[config.mk]
export PLATFORM = sky130hd
export DESIGN_NAME = regxfer_addsub
export DESIGN_NICKNAME = d
export VERILOG_FILES = /design/src/rtl/regxfer_pkg.sv /design/src/rtl/operand_cond.sv /design/src/rtl/ripple_adder.sv /design/src/rtl/status_calc.sv /design/src/rtl/regxfer_addsub.sv
export SDC_FILE = /design/constraint.sdc
export NUM_CORES = 1
export LEC_CHECK = 0
export ABC_AREA = 1
export BUFFER_PORTS_ARGS = -buffer_cell sky130_fd_sc_hd__buf_2
export CAP_MARGIN = 10
export CORE_UTILIZATION = 25
export CTS_CLUSTER_SIZE = 12
export DETAILED_ROUTE_END_ITERATION = 7
export PLACE_DENSITY_LB_ADDON = 0.25
export SYNTH_ARGS = -nofsm -noshare
export SYNTH_HDL_FRONTEND = slang
export SYNTH_SLANG_ARGS = --single-unit
[constraint.sdc]
create_clock -name clk_i -period 4.8 [get_ports clk_i]
set_input_delay 0.48 -clock clk_i [delete_from_list [all_inputs] [get_ports clk_i]]
set_output_delay 0.48 -clock clk_i [all_outputs]
set_load 0.02 [all_outputs]
[src/rtl/regxfer_pkg.sv]
package regxfer_pkg;

  typedef enum logic {
    OP_ADD = 1'b0,
    OP_SUB = 1'b1
  } op_e;

  typedef struct packed {
    logic carry;
    logic ovf;
  } flags_t;

endpackage

[src/rtl/operand_cond.sv]
module operand_cond
  import regxfer_pkg::*;
#(
  parameter int unsigned W = 8
) (
  input  logic [W-1:0] b_i,
  input  op_e          op_i,
  output logic [W-1:0] b_o
);

  logic inv;
  assign inv = (op_i == OP_SUB);

  // one XOR per bit: conditional ones' complement
  for (genvar i = 0; i < W; i++) begin : g_xor
    assign b_o[i] = b_i[i] ^ inv;
  end

endmodule

[src/rtl/ripple_adder.sv]
module ripple_adder #(
  parameter int unsigned W = 8
) (
  input  logic [W-1:0] a_i,
  input  logic [W-1:0] b_i,
  input  logic         cin_i,
  output logic [W-1:0] sum_o,
  output logic         cout_o,
  output logic         cmsb_o
);

  logic [W:0] c;
  assign c[0] = cin_i;

  for (genvar i = 0; i < W; i++) begin : g_fa
    logic p;
    assign p        = a_i[i] ^ b_i[i];
    assign sum_o[i] = p ^ c[i];
    assign c[i+1]   = (a_i[i] & b_i[i]) | (p & c[i]);
  end

  assign cout_o = c[W];
  assign cmsb_o = c[W-1];

endmodule

[src/rtl/status_calc.sv]
module status_calc
  import regxfer_pkg::*;
(
  input  logic   cout_i,
  input  logic   cmsb_i,
  output flags_t flags_o
);

  // signed overflow: carry into msb differs from carry out of msb
  assign flags_o.carry = cout_i;
  assign flags_o.ovf   = cout_i ^ cmsb_i;

endmodule

[src/rtl/regxfer_addsub.sv]
module regxfer_addsub
  import regxfer_pkg::*;
#(
  parameter int unsigned W = 8
) (
  input  logic         clk_i,
  input  logic         rst_ni,
  input  logic         sub_i,
  input  logic         wr_en_i,
  input  logic         load_a_i,
  input  logic [W-1:0] load_a_data_i,
  input  logic         load_b_i,
  input  logic [W-1:0] load_b_data_i,
  output logic [W-1:0] acc_o,
  output logic [W-1:0] opnd_o,
  output logic         carry_o,
  output logic         ovf_o
);

  localparam int unsigned MinW = 2;
  if (W < MinW) begin : g_bad_w
    $error("regxfer_addsub: W must be at least 2");
  end

  op_e          op;
  logic [W-1:0] acc_q, opnd_q, opnd_c, sum;
  logic         cout, cmsb;
  flags_t       flags_d, flags_q;

  assign op = op_e'(sub_i);

  operand_cond #(.W(W)) u_cond (
    .b_i  (opnd_q),
    .op_i (op),
    .b_o  (opnd_c)
  );

  // sub_i doubles as carry-in: +1 completes the two's complement
  ripple_adder #(.W(W)) u_add (
    .a_i    (acc_q),
    .b_i    (opnd_c),
    .cin_i  (sub_i),
    .sum_o  (sum),
    .cout_o (cout),
    .cmsb_o (cmsb)
  );

  status_calc u_stat (
    .cout_i  (cout),
    .cmsb_i  (cmsb),
    .flags_o (flags_d)
  );

  always_ff @(posedge clk_i or negedge rst_ni) begin
    if (!rst_ni) begin
      acc_q   <= '0;
      flags_q <= '0;
    end else if (load_a_i) begin
      acc_q   <= load_a_data_i;
    end else if (wr_en_i) begin
      acc_q   <= sum;
      flags_q <= flags_d;
    end
  end

  always_ff @(posedge clk_i or negedge rst_ni) begin
    if (!rst_ni)       opnd_q <= '0;
    else if (load_b_i) opnd_q <= load_b_data_i;
  end

  assign acc_o   = acc_q;
  assign opnd_o  = opnd_q;
  assign carry_o = flags_q.carry;
  assign ovf_o   = flags_q.ovf;

endmodule

==> summary.txt, run 1 <==
Logic synthesis
  • Seq/Total Area, Yosys: 41.2%
  • Synth area leaders: dfrtp_1, nand2_1, fa_1
  • #FFs+latches synth: 18
  • Cell variety after synth: 15
  • Mapped cell area: 1090 sq um
  • Top cell type's share of synthesized area: 41.2%
  • Syn Inst Count: about 120
  • Yosys top cell by area: dfrtp_1
  • YS warnings: 0
  • Syn nets: between 150 and 200
  • Syn_area_per_cell: 8.95 sq um

Floorplan
  • Die extent in x: 68.1 um
  • Std cell rows: 23
  • DIE HEIGHT: 68.1 um
  • IO Pins: 40
  • Area of the die: ~4600 sq um
  • Core ar.: 4090 sq um
  • Starting density of the core: 26.7%

Job
  • Max-Cap Viols: 0

Setup path
  • Crit-path leading delay family: adder cells
  • Arrival @ worst endpoint: 3.82 ns
  • Critical path, cell by cell: buf_2 -> xnor2_1 -> fa_1 -> fa_1 -> fa_1 -> fa_1 -> fa_1 -> fa_1 -> inv_1 -> fa_1 -> nand2_1 -> nand3_2
  • Crit path max fanout: 8
  • Worst setup path start: sub_i
  • CP Buf/Inv Count: 2
  • CP Class: input pin to flop
  • Critical Path Source Type: input pin
  • Req. time, crit path: 4.94 ns
  • Slowest stage cell on the critical path: fa_1
  • Critical Path Max Stage Delay: 0.42 ns
  • Most used cell along the critical path: fa_1
  • CP Capture Type: flop
  • R2R Path Start: acc_o[0]

Drt
  • Final WL: 2.11 mm
  • Drt via density: 4.04
  • Residual DRC count: 0
  • Initial DRC count: 20
  • First-pass iteration count of the detailed router: 2
  • DRT antenna net count: 0
  • DR vias: 857
  • Wire per inst: slightly below 10 um

Power and ir drop
  • Leak: roughly 0.76 nW
  • Gate power share: 36.7%
  • Switching share of total power: 36.4%
  • Total power: 0.505 mW
  • P_int: 0.321 mW
  • Sequential power share: 39.0%
  • P_sw: between 0.15 and 0.2 mW
  • Clock network fraction of total power: 24.3%
  • Maximum vdd drop: 0.129 mV
  • PwrDens: 368 nW/um^2

Placement
  • Post-placement setup slack: around 0.85 ns
  • GP Congestion: 0.732
  • Post-DP Area: 1320 sq um
  • Port-buffer cells: 39
  • Hpwl dp: 1.78 mm

STA
  • Slew headroom: 73.9%
  • Slew Limit Fails: 0
  • Hold Vio Cnt, Final: 0
  • Clk_skew: 0.00222 ns
  • Final setup fails: 0
  • Tcrit/Tclk final: 76.8%
  • Setup TNS: 0 ns
  • Final worst-path setup slack: 1.12 ns
  • Fin crit period: 3.68 ns
  • Max Clk Rate: 271 MHz
  • RSZ-0062 raised after global routing: no
  • Worst-Margin Slew: 0.392 ns

Clock network
  • CTS tree: built
  • CTS clk-pin slew, worst paths: ~0.070 ns
  • Clock sink count: 18
  • Post-CTS setup buffer count: 0
  • H-Tree Depth: 1
  • Max clock buf depth: 2
  • Worst skew pair latency: 0.25 ns
  • CTS Hold Buffers Added: 0
  • CTS root buf: clkbuf_8
  • CTS Buf Count: 3
  • Post-cts resize count: 0

Final layout
  • Final nets: 192
  • Commonest non-fill, non-tap cell in the layout: nand2_1
  • Layout cells sized above 1: 34.0%
  • Final Cell Area: 1380 sq um
  • End-of-flow core utilization: 33.6%
  • Area Growth Syn to Fin: 25.9%
  • Antenna diodes: 0
  • Commonest cells after routing, fill and taps aside: nand2_1, buf_2, inv_1

GRT
  • GRT Total Usage: 10.3%
  • Initial antenna violation count: 0
  • GRT overflow: 0
  • Vias in the first global route: 772
  • Wire length of the first global-routing pass: 3.57 mm
  • Largest net degree at the start of global routing: 19

Run status
  • Outcome: finished clean

Worst hold path
  • Hold Crit Class: input pin to asynchronous set/reset pin
[power groups by stage]
stage                     clock [mW]  sequential (mW)  combinational (mW)
final                          0.123            0.197               0.186
after detailed placement           0            0.201               0.189
after CTS                      0.127            0.198               0.190
after global placement             0            0.200               0.187
after global routing           0.136            0.201               0.212
after floorplan                    0            0.229               0.103
[worst paths after layout]
path	endpoint	slack, ns	cells past startpoint
setup / recovery	acc_o[7]	1.12	12
hold / removal	acc_o[1]	0.14	1
setup reg to reg	acc_o[7]	1.13	13
hold reg to reg	carry_o	0.50	2
max in group asynchronous	acc_o[7]	4.38	1
min in group clk_i	opnd_o[3]	0.44	3
[area by class of cell]
| cell class | count | area [sq um] |
|---|---|---|
| clock buffers | 4 | 55.1 |
| fillers | 455 | 2710 |
| inverters | 26 | 103 |
| multi-input cells | 75 | 509 |
| flip-flops and latches | 18 | 450 |
| well taps | 50 | 62.6 |
| repair buffers | 39 | 195 |
[routing by layer]
metal	wire length (um)	share of wire [%]	vias to the layer above	track usage, %
li1	-	-	445	-
met1	964	46	386	14.1
met2	986	47	24	15.7
met3	137	6.5	2	2.50
met4	19	0.90	0	3.91
met5	0	0	-	0
[logic make-up after synthesis]
kind of cell | count (synthesis) | synth area share, %
flops | 18 | 41.2
fa+ha+maj | 7 | 12.8
xor+xnor | 7 | 5.61
compound gates | 11 | 5.04
buf+inv | 29 | 12.1
simple gates | 50 | 23.1
[Yosys cell counts, drive strengths merged]
cell	n
xnor2	6
xor2	1
inv	26
fa	7
nor2	1
nand3	8
dfrtp	18
buf	3
nand2	41
a21oi	1
o21ai	10
[stage by stage]
step	std cells	hold WS, ns
after CTS	212	0.164
after floorplan	122	0.184
after detailed placement	208	0.435
after global placement	208	0.427
final	212	0.144
after global routing	212	0.180
[worst register-to-register path, cell delays in order, from the launching register on]
cell,delay (ns)
dfrtp_1,0.38
inv_1,0.05
nand2_1,0.07
o21ai_1,0.09
fa_1,0.39
fa_1,0.39
fa_1,0.39
fa_1,0.39
fa_1,0.39
fa_1,0.39
inv_1,0.10
fa_1,0.41
nand2_1,0.09
nand3_2,0.05
[state kept, by name, summed over array words and instances (netlist names)]
register  count
opnd_o        8
acc_o         8
carry_o       1
ovf_o         1
No activity file was read; power rests on OpenSTA's default activity.
==> inputs of run 2 (changes only) <==
Clock period 4.8 ns to 3.1 ns, I/O delays scaled along.
==> run 2 against run 1 <==
  * Utilization is 2.0 points higher
  * Cell area is 5.9% higher
  * Final cell count is 3.8% higher
  * Setup slack worse by 1.4 ns
  * The flow now finishes with violations (setup timing)
  * Die area stayed put
  * Routed wire length is 4.6% higher
  * Critical path depth is 1 lower
  * Sequential share of layout area is 1.6 points lower
  * First-iteration DRC count is 50% lower
  * Sequential power is 54% higher
==> summary.txt, run 2 (same netlist as run 1, synthesis figures left out) <==
Run status
  • Outcome: finished, violations left
  • Violated checks: setup timing

Placement
  • Placed insts: 213 (+2.4%)
  • Port-buffer cells: 39 (unchanged)
  • Hpwl dp: 1.87 mm (+4.6%)
  • GP Congestion: 0.736 (+0.63%)
  • Post-placement setup slack: -0.320 ns (-1.17 ns)

GRT
  • Largest net degree at the start of global routing: 19 (unchanged)
  • GRT overflow: 0 (unchanged)
  • Vias in the first global route: 846 (+9.6%)
  • Wire length of the first global-routing pass: 3.75 mm (+4.8%)
  • GRT Total Usage: 10.8% (+0.48 points)
  • Initial antenna violation count: 0 (unchanged)

Clock network
  • Clock sink count: 18 (unchanged)
  • H-Tree Depth: 1 (unchanged)
  • CTS tree: built
  • Max clock buf depth: 2 (unchanged)
  • CTS Buf Count: 3 (unchanged)
  • CTS clk-pin slew, worst paths: 0.07 ns (about the same)
  • CTS root buf: clkbuf_8
  • Worst skew pair latency: 0.25 ns (about the same)

Drt
  • DRT antenna net count: 0 (unchanged)
  • Drt via density: 4.04 (about the same)
  • Residual DRC count: 0 (unchanged)
  • Final WL: 2.20 mm (+4.6%)
  • First-pass iteration count of the detailed router: 3 (+1)
  • Wire per inst: 10.0 um (+0.76%)
  • DR vias: 889 (+3.7%)
  • Initial DRC count: 10 (-50%)

Setup path
  • Crit path max fanout: 2 (-6)
  • CP Buf/Inv Count: 1 (-1)
  • Req. time, crit path: 3.24 ns (-1.70 ns)
  • Critical Path Source Type: flop
  • CP Capture Type: flop
  • Critical path, cell by cell: xnor2_2 -> fa_2 -> fa_2 -> fa_2 -> fa_2 -> fa_2 -> fa_2 -> inv_2 -> fa_1 -> nand2_1 -> nand3_2
  • Slowest stage cell on the critical path: dfrtp_2
  • Crit-path leading delay family: adder cells
  • Arrival @ worst endpoint: 3.54 ns (-0.28 ns)
  • Critical Path Max Stage Delay: 0.42 ns (about the same)
  • CP Class: flop to flop
  • Most used cell along the critical path: fa_2

Power and ir drop
  • Leak: 0.793 nW (+3.7%)
  • PwrDens: 545 nW/um^2 (+48%)
  • Maximum vdd drop: 0.198 mV (+54%)

Final layout
  • Multi-input gate area: 534 sq um (+4.9%)
  • End-of-flow core utilization: 35.6% (+2.0 points)
  • Layout cells sized above 1: 43.5% (+9.6 points)
  • Antenna diodes: 0 (unchanged)
  • Commonest cells after routing, fill and taps aside: nand2_1, buf_2, inv_1
  • Area Growth Syn to Fin: 33.3%
  • Register area: 454 sq um (+0.83%)
  • Fillers: 444 (-2.4%)
  • Final nets: 200 (+4.2%)
  • Non-Filler Instances: 220 (+3.8%)

STA
  • Fin crit period: 3.41 ns
  • Final setup fails: 3 (+3)
  • Worst-Margin Slew: 0.404 ns (+0.0117 ns)
  • RSZ-0062 raised after global routing: yes
  • Tcrit/Tclk final: 110%
  • Slew headroom: 73.1% (-0.78 points)
  • Slew Limit Fails: 0 (unchanged)
  • Clk_skew: 0.00200 ns (-0.000222 ns)
  • Final worst-path setup slack: -0.308 ns (-1.42 ns)
  • Hold Vio Cnt, Final: 0 (unchanged)
  • Max Clk Rate: 293 MHz

Floorplan
  • Area of the die: 4640 sq um (unchanged)
  • IO Pins: 40 (unchanged)
  • Die extent in x: 68.1 um (unchanged)
  • Std cell rows: 23 (unchanged)
  • Core ar.: 4090 sq um (unchanged)
  • Starting density of the core: 26.7% (unchanged)
  • DIE HEIGHT: 68.1 um (unchanged)

Worst hold path
  • Hold Crit Class: input pin to flop

Job
  • Max-Cap Viols: 0 (unchanged)
## run 2: cell count changes in the layout (fill, tap and decap cells not counted), moves of 2 or more
cell,change
inv_1,-2
buf_4,+7
fa_2,+6
dfrtp_1,-3
inv_2,+2
fa_1,-6
dfrtp_2,+3
## run 2: layout make-up
type                            instances  area share [%]
Timing Repair Buffer                   47            17.7
Multi-Input combinational cell         75            36.7
Inverter                               26            7.04
Sequential cell                        18            31.2
Tap cell                               50            4.30
Clock buffer                            4            3.09
## run 2: where the power goes
| group | internal [mW] | switching [mW] | leakage (nW) |
|---|---|---|---|
| registers | 0.274 | 0.0299 | 0.216 |
| logic | 0.134 | 0.190 | 0.555 |
| clock network | 0.0910 | 0.0754 | 0.0228 |
| total | 0.499 | 0.295 | 0.793 |
## run 2: per-stage QoR
stage / power (mW) / TNS, ns / hold WS [ns] / area (sq um)
after CTS: 0.811 / -0.568 / 0.266 / 1450
after floorplan: 0.526 / -0.393 / 0.0144 / 1120
after global routing: 0.868 / -0.922 / 0.270 / 1460
final: 0.794 / -0.547 / 0.271 / 1460
after global placement: 0.621 / -0.552 / 0.265 / 1380
after detailed placement: 0.629 / -0.626 / 0.267 / 1380
## run 2: what timing repair did
item,in CTS,in global routing
endpoints found under the hold margin,18,0
resized for setup,2,0
hold buffers,1,0
endpoints found under the setup margin,4,4
buffers inserted,1,1
## run 2: layer usage
metal / share of wire, % / global-route usage (%)
met4: 0.77 / 3.91
met1: 44 / 12.8
met5: 0 / 0
met2: 51 / 18.9
met3: 4.3 / 2.50
## run 2: worst paths after layout
check,cells after the start,startpoint,slack [ns],endpoint
hold / removal,3,load_b_data_i[2],0.27,opnd_o[2]
hold reg to reg,2,carry_o,0.49,carry_o
min in group asynchronous,2,rst_ni,0.52,ovf_o
setup reg to reg,11,opnd_o[1],-0.31,acc_o[7]
max in group asynchronous,2,rst_ni,2.28,acc_o[0]
setup / recovery,11,opnd_o[1],-0.31,acc_o[7]
## run 2: tightest hold or removal path, cell delays in order
cell and delay (ns):
buf_2 0.07, nand2_1 0.04, o21ai_0 0.06
==> inputs of run 3 (changes only) <==
Settings changed: SETUP_SLACK_MARGIN set to 0.4.
==> run 3 against run 2 <==
  * The run still ends with setup timing left
  * First-iteration DRC count is 50% higher
  * Critical path type unchanged
  * Highest routed layer unchanged
  * Sequential share of layout area decreased by 0.89 points
  * Clock-buffer cell count unchanged
  * Die area did not move
==> summary.txt, run 3 (same netlist as run 1, synthesis figures left out) <==
Drt
  • DR vias: 882 (-0.79%)
  • Drt via density: 3.97 (-1.7%)
  • DRT antenna net count: 0 (unchanged)
  • First-pass iteration count of the detailed router: 3 (unchanged)
  • Wire per inst: 10.2 um (+2.1%)
  • Initial DRC count: 15 (+5)
  • Residual DRC count: 0 (unchanged)
  • Final WL: 2.27 mm (+3.0%)

Clock network
  • CTS root buf: clkbuf_8
  • Worst skew pair latency: 0.26 ns (about the same)
  • Clock sink count: 18 (unchanged)
  • CTS Buf Count: 3 (unchanged)
  • CTS tree: built
  • H-Tree Depth: 1 (unchanged)
  • CTS clk-pin slew, worst paths: 0.07 ns (about the same)
  • Max clock buf depth: 2 (unchanged)

GRT
  • Met2 Track Usage GR: 17.0% (-1.8 points)
  • Busiest grt layer: met2
  • Wire length of the first global-routing pass: 3.83 mm (+2.2%)
  • GR Util met1: 15.0% (+2.2 points)
  • GRT Total Usage: 11.3% (+0.49 points)
  • Vias in the first global route: 855 (+1.1%)
  • Largest net degree at the start of global routing: 19 (unchanged)
  • GRT overflow: 0 (unchanged)
  • Met3 Use GR: 2.33% (-0.17 points)
  • Initial antenna violation count: 0 (unchanged)

Power and ir drop
  • Clock network fraction of total power: 22.8% (+1.8 points)
  • PwrDens: 569 nW/um^2 (+4.4%)
  • Sequential power share: 35.8% (-2.5 points)
  • Maximum vdd drop: 0.216 mV (+9.1%)
  • Total power: 0.853 mW (+7.4%)
  • Leak: 0.810 nW (+2.2%)
  • P_int: 0.541 mW (+8.4%)
  • Switching share of total power: 36.6% (-0.54 points)
  • P_sw: 0.313 mW (+5.9%)
  • Gate power share: 41.4% (+0.6 points)

Final layout
  • Non-Filler Instances: 222 (+0.91%)
  • Commonest cells after routing, fill and taps aside: buf_2, nand2_1, inv_1
  • Layout cells sized above 1: 48.8% (+5.3 points)
  • Area Growth Syn to Fin: 37.2%
  • Fillers: 441 (-0.68%)
  • Commonest non-fill, non-tap cell in the layout: buf_2
  • Final nets: 202 (+1.0%)
  • Antenna diodes: 0 (unchanged)
  • Register area: 454 sq um (unchanged)
  • End-of-flow core utilization: 36.7% (+1.0 points)
  • Multi-input gate area: 552 sq um (+3.3%)

Setup path
  • CP Class: flop to flop
  • R2R Path Start: opnd_o[1]
  • CP Capture Type: flop
  • Req. time, crit path: 3.25 ns (about the same)
  • Critical Path Source Type: flop
  • Arrival @ worst endpoint: 3.57 ns (+0.03 ns)
  • Worst setup path start: opnd_o[1]
  • Crit path max fanout: 2 (unchanged)

STA
  • Fin crit period: 3.43 ns (+0.0184 ns)
  • Slew headroom: 73.0% (-0.099 points)
  • Tcrit/Tclk final: 111% (+0.59 points)
  • RSZ-0062 raised after global routing: yes
  • Clk_skew: 0.00265 ns (+0.000650 ns)
  • Max Clk Rate: 292 MHz (-0.54%)
  • Final setup fails: 3 (unchanged)
  • Final worst-path setup slack: -0.326 ns (-0.0184 ns)
  • Fin Hold WS: 0.254 ns (-0.0164 ns)
  • Hold Vio Cnt, Final: 0 (unchanged)
  • Worst-Margin Slew: 0.405 ns (+0.00148 ns)
  • Slew Limit Fails: 0 (unchanged)

Placement
  • Placed insts: 213 (unchanged)
  • GP Congestion: 0.750 (+1.9%)
  • Post-placement setup slack: -0.326 ns (-0.00619 ns)
  • Hpwl dp: 1.79 mm (-4.2%)
  • Port-buffer cells: 39 (unchanged)

Run status
  • Violated checks: setup timing
  • Outcome: finished, violations left

Floorplan
  • Die extent in x: 68.1 um (unchanged)
  • IO Pins: 40 (unchanged)
  • Std cell rows: 23 (unchanged)
  • Starting density of the core: 26.7% (unchanged)
  • Area of the die: 4640 sq um (unchanged)
  • DIE HEIGHT: 68.1 um (unchanged)
  • Core ar.: 4090 sq um (unchanged)

Worst hold path
  • Hold Crit Class: input pin to flop
  • Hold_sp: load_b_data_i[7]

Job
  • Max-Cap Viols: 0 (unchanged)
==> run 3: cell count changes in the layout (fill, tap and decap cells not counted) <==
| cell | previous run | this run |
|---|---|---|
| buf_4 | 7 | 9 |
| clkbuf_1 | 1 | 0 |
| clkbuf_8 | 3 | 4 |
| fa_1 | 1 | 0 |
| fa_2 | 6 | 7 |
| inv_1 | 22 | 21 |
| inv_2 | 2 | 3 |
| nand2_1 | 39 | 36 |
| nand2_2 | 1 | 4 |
| o21ai_1 | 8 | 6 |
| o21ai_2 | 0 | 2 |
==> run 3: path summary, 6_finish.rpt <==
check / to / slack (ns) / depth (start not counted)
setup / recovery: acc_o[7] / -0.33 / 11
hold / removal: opnd_o[7] / 0.25 / 3
setup reg to reg: acc_o[7] / -0.33 / 11
hold reg to reg: ovf_o / 0.48 / 2
max in group asynchronous: acc_o[0] / 2.28 / 2
min in group asynchronous: opnd_o[6] / 0.51 / 2
==> run 3: power groups by stage <==
stage,sequential [mW],clock (mW),combinational (mW)
after floorplan,0.356,0,0.171
after global placement,0.309,0,0.312
after detailed placement,0.310,0,0.316
after CTS,0.305,0.204,0.325
after global routing,0.312,0.215,0.403
final,0.306,0.194,0.353
==> run 3: through the flow <==
stage	area [sq um]	setup TNS, ns
floorplan	1120	-0.375
global placement	1380	-0.522
detailed placement	1380	-0.598
CTS	1460	-0.523
global route	1500	-0.928
finish	1500	-0.527
==> run 3: critical path, stage by stage, from the launching register on <==
cell and delay [ns]:
dfrtp_2 0.42, xnor2_2 0.14, fa_2 0.37, fa_2 0.35, fa_2 0.35, fa_2 0.35
fa_2 0.35, fa_2 0.35, inv_2 0.08, fa_2 0.43, nand2_2 0.08, nand3_2 0.05
==> run 3: cell type report <==
type,count,area share [%]
inverters,26,6.84
repair buffers,49,18.2
flip-flops and latches,18,30.3
well taps,50,4.17
multi-input cells,75,36.8
clock buffers,4,3.67
==> run 3: repair_timing <==
item / CTS / global route
hold buffers: 1 / 0
buffers inserted: 2 / 2
setup endpoints to repair: 5 / 5
pin swaps: 0 / 1
endpoints found under the hold margin: 18 / 0
gates resized for setup: 0 / 9
==> run 3: layer usage <==
metal  wire (um)  vias up  part of all wire (%)
li1            -      458                     -
met1        1050      392                    46
met3         142        5                   6.3
met2        1030       27                    45
met5           0        -                     0
met4          47        0                   2.1
